<file path="src/rtl/lpic_pkg.sv">
`timescale 1ns/1ps
// Shared definitions for the interrupt capture controller: register
// function codes, control bit positions and the two address layouts.
package lpic_pkg;

    typedef enum logic [3:0] {
        FN_STATUS, FN_ACK, FN_MSET, FN_MCLR, FN_SSET,
        FN_SCLR, FN_PSET, FN_PCLR, FN_CTRL
    } lpic_fn_e;

    localparam int NUM_FN        = 9;
    localparam int CTL_EN_BIT    = 0;
    localparam int CTL_EDGE_BIT  = 1;
    localparam int CTL_FLUSH_BIT = 2;

    // Byte offset of each register function for the selected layout.
    function automatic logic [31:0] fn_base(input int layout, input lpic_fn_e fn);
        logic [31:0] b;
        if (layout == 2) begin
            case (fn)
                FN_ACK:  b = 32'h080;
                FN_MSET: b = 32'h180;
                FN_MCLR: b = 32'h200;
                FN_SSET: b = 32'h300;
                FN_SCLR: b = 32'h380;
                FN_PSET: b = 32'h480;
                FN_PCLR: b = 32'h500;
                FN_CTRL: b = 32'h600;
                default: b = 32'h000;
            endcase
        end else begin
            case (fn)
                FN_ACK:  b = 32'h040;
                FN_MSET: b = 32'h0C0;
                FN_MCLR: b = 32'h100;
                FN_SSET: b = 32'h180;
                FN_SCLR: b = 32'h1C0;
                FN_PSET: b = 32'h240;
                FN_PCLR: b = 32'h280;
                FN_CTRL: b = 32'h300;
                default: b = 32'h000;
            endcase
        end
        return b;
    endfunction

endpackage

</file>
<file path="src/rtl/lpic_regs.sv">
`timescale 1ns/1ps
// Register file and address decoder.
// Holds the mask, sensitivity, polarity and control state. It turns bus
// writes into set/clear updates, acknowledge vectors and a flush strobe.
// Assumes word-aligned byte addresses; misaligned or unmapped accesses
// decode to nothing and read as 0.
module lpic_regs
    import lpic_pkg::*;
#(
    parameter int NUM_LINES = 64,
    parameter int LAYOUT    = 1,
    parameter int ADDR_W    = 12
) (
    input  logic                 clk,
    input  logic                 rst_n,
    input  logic                 wr_en,
    input  logic                 rd_en,
    input  logic [ADDR_W-1:0]    addr,
    input  logic [31:0]          wdata,
    input  logic [NUM_LINES-1:0] status,
    output logic [31:0]          rdata,
    output logic [NUM_LINES-1:0] mask,
    output logic [NUM_LINES-1:0] sens,
    output logic [NUM_LINES-1:0] pol,
    output logic                 ctrl_en,
    output logic                 ctrl_edge,
    output logic                 flush_req,
    output logic [NUM_LINES-1:0] ack_vec
);
    localparam int NWORDS = (NUM_LINES + 31) / 32;
    localparam int FW     = NWORDS * 32;

    logic [31:0]       addr32;
    logic [NUM_FN-1:0] hit;
    logic [31:0]       widx [NUM_FN];
    logic [FW-1:0]     wv   [NUM_FN];
    logic [31:0]       rd_next;

    assign addr32 = 32'(addr);

    // One decoder per register function; per-line functions span NWORDS words.
    for (genvar g = 0; g < NUM_FN; g++) begin : g_dec
        localparam logic [31:0] BASE = fn_base(LAYOUT, lpic_fn_e'(g));
        localparam int          SPAN = (g == int'(FN_CTRL)) ? 1 : NWORDS;
        assign hit[g]  = (addr32 >= BASE) && (addr32 < BASE + 32'(SPAN * 4))
                         && (addr[1:0] == 2'b00);
        assign widx[g] = (addr32 - BASE) >> 2;
        assign wv[g]   = (wr_en && hit[g]) ? (FW'(wdata) << (32 * widx[g])) : '0;
    end

    // Extract one 32-bit word from a padded per-line vector.
    function automatic logic [31:0] pick(input logic [FW-1:0] v, input logic [31:0] idx);
        return 32'(v >> (32 * idx));
    endfunction

    assign ack_vec   = wv[FN_ACK][NUM_LINES-1:0];
    assign flush_req = wr_en && hit[FN_CTRL] && wdata[CTL_FLUSH_BIT];

    // Read multiplexer: attribute words read at either set or clear offset.
    always_comb begin
        rd_next = '0;
        if (hit[FN_STATUS]) rd_next = pick(FW'(status), widx[FN_STATUS]);
        if (hit[FN_MSET])   rd_next = pick(FW'(mask),   widx[FN_MSET]);
        if (hit[FN_MCLR])   rd_next = pick(FW'(mask),   widx[FN_MCLR]);
        if (hit[FN_SSET])   rd_next = pick(FW'(sens),   widx[FN_SSET]);
        if (hit[FN_SCLR])   rd_next = pick(FW'(sens),   widx[FN_SCLR]);
        if (hit[FN_PSET])   rd_next = pick(FW'(pol),    widx[FN_PSET]);
        if (hit[FN_PCLR])   rd_next = pick(FW'(pol),    widx[FN_PCLR]);
        if (hit[FN_CTRL])   rd_next = {30'd0, ctrl_edge, ctrl_en};
    end

    // Registered read data, updated only on a read strobe.
    always_ff @(posedge clk) begin
        if (!rst_n)     rdata <= '0;
        else if (rd_en) rdata <= rd_next;
    end

    // Write-one set/clear updates of the per-line attributes.
    always_ff @(posedge clk) begin
        if (!rst_n) begin
            mask <= '0;
            sens <= '0;
            pol  <= '0;
        end else begin
            mask <= (mask | wv[FN_MSET][NUM_LINES-1:0]) & ~wv[FN_MCLR][NUM_LINES-1:0];
            sens <= (sens | wv[FN_SSET][NUM_LINES-1:0]) & ~wv[FN_SCLR][NUM_LINES-1:0];
            pol  <= (pol  | wv[FN_PSET][NUM_LINES-1:0]) & ~wv[FN_PCLR][NUM_LINES-1:0];
        end
    end

    // Control word: enable and edge bits are stored, flush is a strobe only.
    always_ff @(posedge clk) begin
        if (!rst_n) begin
            ctrl_en   <= 1'b0;
            ctrl_edge <= 1'b0;
        end else if (wr_en && hit[FN_CTRL]) begin
            ctrl_en   <= wdata[CTL_EN_BIT];
            ctrl_edge <= wdata[CTL_EDGE_BIT];
        end
    end

endmodule

</file>
<file path="src/rtl/lpic_capture.sv">
`timescale 1ns/1ps
// Per-line edge recorder and replay stage.
// Detects edges of the configured polarity, records qualifying ones and
// replays the record as a one-cycle pulse on flush. Inputs are assumed
// synchronous to clk. A qualifying edge wins over a flush or acknowledge
// in the same cycle, so it stays recorded.
module lpic_capture #(
    parameter int NUM_LINES = 64
) (
    input  logic                 clk,
    input  logic                 rst_n,
    input  logic [NUM_LINES-1:0] line_in,
    input  logic [NUM_LINES-1:0] mask,
    input  logic [NUM_LINES-1:0] sens,
    input  logic [NUM_LINES-1:0] pol,
    input  logic                 ctrl_en,
    input  logic                 ctrl_edge,
    input  logic                 flush_req,
    input  logic [NUM_LINES-1:0] ack_vec,
    output logic [NUM_LINES-1:0] status,
    output logic [NUM_LINES-1:0] pulse
);
    logic recording;
    assign recording = ctrl_en && ctrl_edge;

    for (genvar i = 0; i < NUM_LINES; i++) begin : g_line
        logic prev_q;
        logic edge_seen;
        logic qualify;

        assign edge_seen = pol[i] ? (line_in[i] && !prev_q) : (!line_in[i] && prev_q);
        assign qualify   = recording && sens[i] && !mask[i] && edge_seen;

        // Remember the last input level for edge detection.
        always_ff @(posedge clk) begin
            if (!rst_n) prev_q <= 1'b0;
            else        prev_q <= line_in[i];
        end

        // Record, acknowledge and flush-clear the line's status bit.
        always_ff @(posedge clk) begin
            if (!rst_n) status[i] <= 1'b0;
            else        status[i] <= ((flush_req || ack_vec[i]) ? 1'b0 : status[i]) | qualify;
        end

        // Emit one replay pulse for a recorded line on flush.
        always_ff @(posedge clk) begin
            if (!rst_n) pulse[i] <= 1'b0;
            else        pulse[i] <= flush_req && status[i];
        end
    end

endmodule

</file>
<file path="src/rtl/lpic_top.sv">
`timescale 1ns/1ps
// Low-power interrupt capture controller, top level.
// Joins the register file to the edge recorder. LAYOUT selects one of
// two address maps; NUM_LINES must fit the 32-line-per-word spacing of
// the chosen map.
module lpic_top #(
    parameter int NUM_LINES = 64,
    parameter int LAYOUT    = 1,
    parameter int ADDR_W    = 12
) (
    input  logic                 clk,
    input  logic                 rst_n,
    input  logic                 bus_wr_en,
    input  logic                 bus_rd_en,
    input  logic [ADDR_W-1:0]    bus_addr,
    input  logic [31:0]          bus_wdata,
    output logic [31:0]          bus_rdata,
    input  logic [NUM_LINES-1:0] line_in,
    output logic [NUM_LINES-1:0] line_pulse
);
    logic [NUM_LINES-1:0] status_w, mask_w, sens_w, pol_w, ack_w;
    logic                 en_w, edge_w, flush_w;

    lpic_regs #(.NUM_LINES(NUM_LINES), .LAYOUT(LAYOUT), .ADDR_W(ADDR_W)) u_regs (
        .clk(clk), .rst_n(rst_n), .wr_en(bus_wr_en), .rd_en(bus_rd_en),
        .addr(bus_addr), .wdata(bus_wdata), .status(status_w), .rdata(bus_rdata),
        .mask(mask_w), .sens(sens_w), .pol(pol_w), .ctrl_en(en_w),
        .ctrl_edge(edge_w), .flush_req(flush_w), .ack_vec(ack_w)
    );

    lpic_capture #(.NUM_LINES(NUM_LINES)) u_cap (
        .clk(clk), .rst_n(rst_n), .line_in(line_in), .mask(mask_w), .sens(sens_w),
        .pol(pol_w), .ctrl_en(en_w), .ctrl_edge(edge_w), .flush_req(flush_w),
        .ack_vec(ack_w), .status(status_w), .pulse(line_pulse)
    );

endmodule

</file>
<file path="config.mk">
export PLATFORM = sky130hd
export DESIGN_NAME = lpic_top
export DESIGN_NICKNAME = d
export VERILOG_FILES = /design/src/rtl/lpic_pkg.sv /design/src/rtl/lpic_regs.sv /design/src/rtl/lpic_capture.sv /design/src/rtl/lpic_top.sv
export SDC_FILE = /design/constraint.sdc
export NUM_CORES = 1
export LEC_CHECK = 0
export ABC_CLOCK_PERIOD_IN_PS = 5600
export BUFFER_PORTS_ARGS = -buffer_cell sky130_fd_sc_hd__buf_4
export CAP_MARGIN = 20
export CORE_MARGIN = 4
export CORE_UTILIZATION = 25
export CTS_CLUSTER_SIZE = 30
export DETAILED_ROUTE_END_ITERATION = 16
export PLACE_DENSITY = 0.51
export SLEW_MARGIN = 20
export SYNTH_ARGS = -nofsm -noshare
export SYNTH_HDL_FRONTEND = slang
export SYNTH_SLANG_ARGS = --single-unit
</file>
<file path="constraint.sdc">
create_clock -name clk -period 5.6 [get_ports clk]
set_input_delay 0.28 -clock clk [delete_from_list [all_inputs] [get_ports clk]]
set_output_delay 0.28 -clock clk [all_outputs]
set_load 0.1 [all_outputs]
</file>
# Word-level counts from Yosys, hierarchy flattened
# Index checks and enable logic that the tools add are counted.
# W data, S select, Z words.
# totals
regBits,418
in_bits,112
output_inout_bits,96
# op_classes
n_addsub,7
order_cmp,18
shifts,14
n_mux,143
bitwise,73
n_reduce_logical,669
# ops
cell,n
$mux W64,7
$shl A32 B32 Y64,7
$logic_and A1 B1 Y1,412
$shr A64 B32 Y32,6
$mux W32,8
$and A64 B64 Y64,3
$logic_not A1 Y1,192
$not A64 Y64,3
$or A64 B64 Y64,3
$mux W1,128
$logic_or A1 B1 Y1,64
$or A1 B1 Y1,64
$shr A64 B15 Y32,1
$sub A12 B9 Y13 const B,3
$ge A12 B10 Y1 const B,3
$ge A12 B9 Y1 const B,3
$lt A12 B10 Y1 const B,3
$lt A12 B9 Y1 const B,3
$sub A12 B10 Y13 const B,2
$sub A12 B7 Y13 const B,1
$sub A12 B8 Y13 const B,1
$ge A12 B1 Y1 const B,1
$ge A12 B7 Y1 const B,1
$ge A12 B8 Y1 const B,1
4 further kinds,4

# Longest topological paths before layout
# depth
word_depth,11
mapped_depth,12
ltp_nobuf,8

# Cells and area by module
# From an unflattened synthesis, not the netlist that was laid out.
# unflattened
hier_cells,1965
hier_area_um2,18885.6
# by_module_without_submodules
mod,n_inst,cells_each,area_per_inst_um2
lpic_regs,1,1225,11095.6
lpic_capture,1,740,7790.0

# Worst setup path after synthesis
# OpenSTA, ideal clock, no wires.
# synth_path
path_kind,input to register
start,in bus_addr[8]
end,reg u_cap.status[10]
setup_ps,116
t_arrival_ps,2663
slack_ps,2821
path_stages,10
path_buffers,2
cell_sequence,buf_1 -> inv_1 -> ha_1 -> a21boi_0 -> or3_1 -> a21o_1 -> a2111oi_2 -> clkbuf_1 -> nand2_1 -> a31o_2
# synth_between
elab_chain_cells,8
# synth_lines
item,line_no,rtl
from (decl),lpic_top.sv:15,"input logic [ADDR_W-1:0] bus_addr,"
branches (longest 5 deep; another with $sub A12 B7 Y13),n/a,
$logic_or A1 B1 Y1 (*),lpic_capture.sv:43,else status[i] <= ((flush_req || ack_vec[i]) ? 1'b0 : status[i]) | qualify;
$mux W1 (*),lpic_capture.sv:43,
$or A1 B1 Y1 (*),lpic_capture.sv:43,
"to (signal, indexed assignment)",lpic_capture.sv:43,
to (decl),lpic_capture.sv:20,"output logic [NUM_LINES-1:0] status,"
# Mark *: on every way between the ends.
# A chain may end at the register's enable or synchronous reset.

# Worst setup path after layout
# layout_path
start,in bus_addr[3]
end,reg u_regs.sens[25]
# layout_between
elab_chain_cells,7
# layout_lines
item,line_no,rtl
branches (longest 6 deep; another with $sub A12 B9 Y13),n/a,
$and A64 B64 Y64 (*),lpic_regs.sv:86,sens <= (sens | wv[FN_SSET][NUM_LINES-1:0]) & ~wv[FN_SCLR][NUM_LINES-1:0];
to (signal assigned),lpic_regs.sv:86,
to (decl),lpic_regs.sv:23,"output logic [NUM_LINES-1:0] sens,"
# Marked as above.

==> results.tsv <==
metric	value	unit
end_kind	register	
power_frac_comb	0.063	
numCtsBuffers	46	
first_pass_iters	7	
synth_xor_xnor_area_share	0	
worst-slew-pin-transition	1177	ps
clock_tree.buffer_depth	3	
drt-initial-drc-count	1328	
buffer_type_at_the_clock_tree_root	sky130_fd_sc_hd__clkbuf_16	
status	completed	
yosys-top-cells-area	sky130_fd_sc_hd__dfxtp_1 (44%), sky130_fd_sc_hd__a21oi_1 (6.2%), sky130_fd_sc_hd__a211oi_1 (6.1%)	
worst_slew_margin_relative_to_its_limit	0.2152	
die-area	79680	sq um
hold_class	input port to register	
cts.hold.buffers_added	88	
clock_transition_at_the_registers_of_the_reported_paths	60	ps
most_frequent_cells_in_the_layout	sky130_fd_sc_hd__dfxtp_1 (418), sky130_fd_sc_hd__a21oi_1 (232), sky130_fd_sc_hd__buf_4 (220)	
pwr-share-clk	0.463	
criticalPathCategory	input port to register	
synth.ff_latch_count	418	
synth_seq_area_share	0.4449	
synth-compound-area-share	0.2550	
detailedPlacementHpwl	44690	um
routed_vias_inst	5.164	
synth.lib_cells_used.distinct	70	
worstPathArrival	3890	ps
ys_flop_type	sky130_fd_sc_hd__dfxtp_1	
gpl.final_weighted_congestion	0.7823	
final.period_utilization	0.6078	
critical_path.max_fanout	46	
yosys.area_share.adder	0.002661	
max_freq	0.2938	GHz
port-buffer-count	207	
internal_power	4.835	mW
grt_pass1_vias	16692	
setup_viol	0	
rows	100	
crit-reg2reg-launch	u_regs.ctrl_en	
cp-startpoint	bus_addr[3]	
remaining_drc_errors	0	
multiplexer_area_fraction_after_synthesis	0.07125	
synth.net_count	2191	
detail-route-antenna-nets	0	
syn_area	18810	sq um
grt_pass1_wl	106600	um
r2r_slack	3330	ps
power.share.switching	0.2409	
initial_core_util	0.2526	
worst_setup_path_endpoint	u_regs.sens[25]	
hold_viol_final	0	
timing.final.max_slew_violations	0	
synth_top_area_frac	0.4449	
cellLeakagePower	8.153	nW
mostFrequentLayoutCell	sky130_fd_sc_hd__dfxtp_1	
power.net_switching	1.535	mW
timing.reg2reg.worst_path_depth	3	
synth_enable_flop_cells	0	
post_synth_and_or_nand_nor_area_fraction	0.1787	
synth_async_sr_flop_share	0	
finClkSkew	17.28	ps
critPathLaunchType	input port	
cap_violations	0	
drt-wirelength-per-cell	22.12	um
seqPwrFrac	0.473	
cts.sinks	418	
postSynthAreaPerCell	9.064	sq um
grt-ovfl-total	0	
number_of_instances_in_the_synthesized_netlist	2075	
postCtsSetupRepairBufs	0	
io_pins	208	
crit-reg2reg-capture	u_cap.status[49]	
antenna_found_initial	7	
timing.setup.tns	0	ps
track_usage	0.1753	
synthToLayoutAreaGrowth	24.62	%
power_density	271.8	nW/um^2
grt_max_degree	112	
cts_max_level	2	
core-area	74450	sq um
vdd_ir_drop_max	185.0	uV
min_period	3404	ps
clock_insertion_delay_worst_skew	580	ps
rsz_0062_raised_after_global_routing	no	
post_dp_cell_area	21090	sq um
cts.repair.resized	0	
tritoncts_clock_tree	done	
cp_data_required_time	6080	ps
final_layout_size_suffix_gt1_frac	0.2180	
final_design_area_no_fill	23440	sq um
nets	2366	
die_width	282.3	um
die_y	282.3	um
dr_total_vias	16798	
ys.warnings.count	0	
synthDominantAreaCellType	sky130_fd_sc_hd__dfxtp_1	
wirelength_routed	71950	um
synth_top_family_by_area	compound AO/OA/AOI/OAI gates	
-- per-layer routing --
| layer | GRT usage | wire length [um] | vias up |
|---|---|---|---|
| li1 | - | - | 7942 |
| met1 | 0.2289 | 31560 | 8104 |
| met2 | 0.2888 | 33470 | 597 |
| met3 | 0.03665 | 4449 | 149 |
| met4 | 0.05994 | 2425 | 6 |
| met5 | 0 | 35 | - |
-- layout make-up --
cell class | count | area, sq um
Sequential cell | 418 | 8368
Antenna cell | 4 | 10.01
Inverter | 7 | 33.78
Clock buffer | 64 | 1319
Multi-Input combinational cell | 1463 | 9712
Clock inverter | 14 | 113.9
Fill cell | 7624 | 51010
Tap cell | 969 | 1212
Timing Repair Buffer | 314 | 2669
-- logic make-up after synthesis --
group,count (synthesis)
DFF,418
buffers and inverters,194
and+or+nand+nor,657
AOI/OAI and AO/OA,672
muxes,130
adders and majority gates,4
-- stage by stage --
stage            util  power (mW)  instances  setup WS [ps]  hold slack [ps]
2_1_floorplan       -       3.266       2075           2821            401.7
6_report       0.3148       6.370       3253           2196            35.13
4_1_cts        0.3143       6.448       3248           2248            1.434
3_5_place_dp   0.2832       3.424       3082           1655            481.3
5_1_grt        0.3147       6.581       3250           2066            19.79
3_3_place_gp   0.2820       3.416       3078           1574            477.8
-- worst min path at each step --
| stage | from | end | depth (start not counted) |
|---|---|---|---|
| after floorplan | line_in[0] | u_cap.g_line[0].prev_q | 1 |
| after CTS | bus_wdata[26] | u_regs.sens[26] | 2 |
| after detailed placement | u_cap.status[26] | u_cap.pulse[26] | 1 |
| after global placement | u_regs.rdata[16] | u_regs.rdata[16] | 1 |
| final | bus_wdata[3] | u_regs.sens[35] | 2 |
| after global routing | bus_wdata[26] | u_regs.mask[58] | 2 |
-- Yosys cell counts (25+ instances only) --
master	instances
sky130_fd_sc_hd__a211oi_1	152
sky130_fd_sc_hd__a211oi_2	43
sky130_fd_sc_hd__a21oi_1	232
sky130_fd_sc_hd__a21oi_2	30
sky130_fd_sc_hd__a221o_1	25
sky130_fd_sc_hd__a31o_2	57
sky130_fd_sc_hd__and2_1	131
sky130_fd_sc_hd__buf_2	32
sky130_fd_sc_hd__clkbuf_1	131
sky130_fd_sc_hd__dfxtp_1	418
sky130_fd_sc_hd__mux2_2	31
sky130_fd_sc_hd__mux2i_1	99
sky130_fd_sc_hd__nand2_1	170
sky130_fd_sc_hd__nor2_1	200
sky130_fd_sc_hd__nor3_1	37
sky130_fd_sc_hd__nor4b_1	66
sky130_fd_sc_hd__o21ai_0	64
-- flip-flops by register name, summed over array words and instances (netlist names) --
name	flops
u_cap.g_line.prev_q	64
u_cap.pulse	64
u_cap.status	64
u_regs.mask	64
u_regs.pol	64
u_regs.sens	64
u_regs.rdata	32
u_regs.ctrl_edge	1
u_regs.ctrl_en	1
-- power by group through the flow --
stage	combinational, mW	clock [mW]	sequential [mW]
after global routing	0.434	3.13	3.01
final	0.404	2.95	3.01
after global placement	0.339	0	3.08
after floorplan	0.181	0	3.09
after CTS	0.404	3.03	3.01
after detailed placement	0.345	0	3.08
-- critical path, cell delays in order --
cell and delay, ps:
sky130_fd_sc_hd__buf_4 320, sky130_fd_sc_hd__or4_4 650, sky130_fd_sc_hd__a2111oi_4 580, sky130_fd_sc_hd__and2_2 740
sky130_fd_sc_hd__and2b_2 840, sky130_fd_sc_hd__a21oi_1 200, sky130_fd_sc_hd__a211oi_2 220
Note: power is estimated with default switching activity, not from simulation.
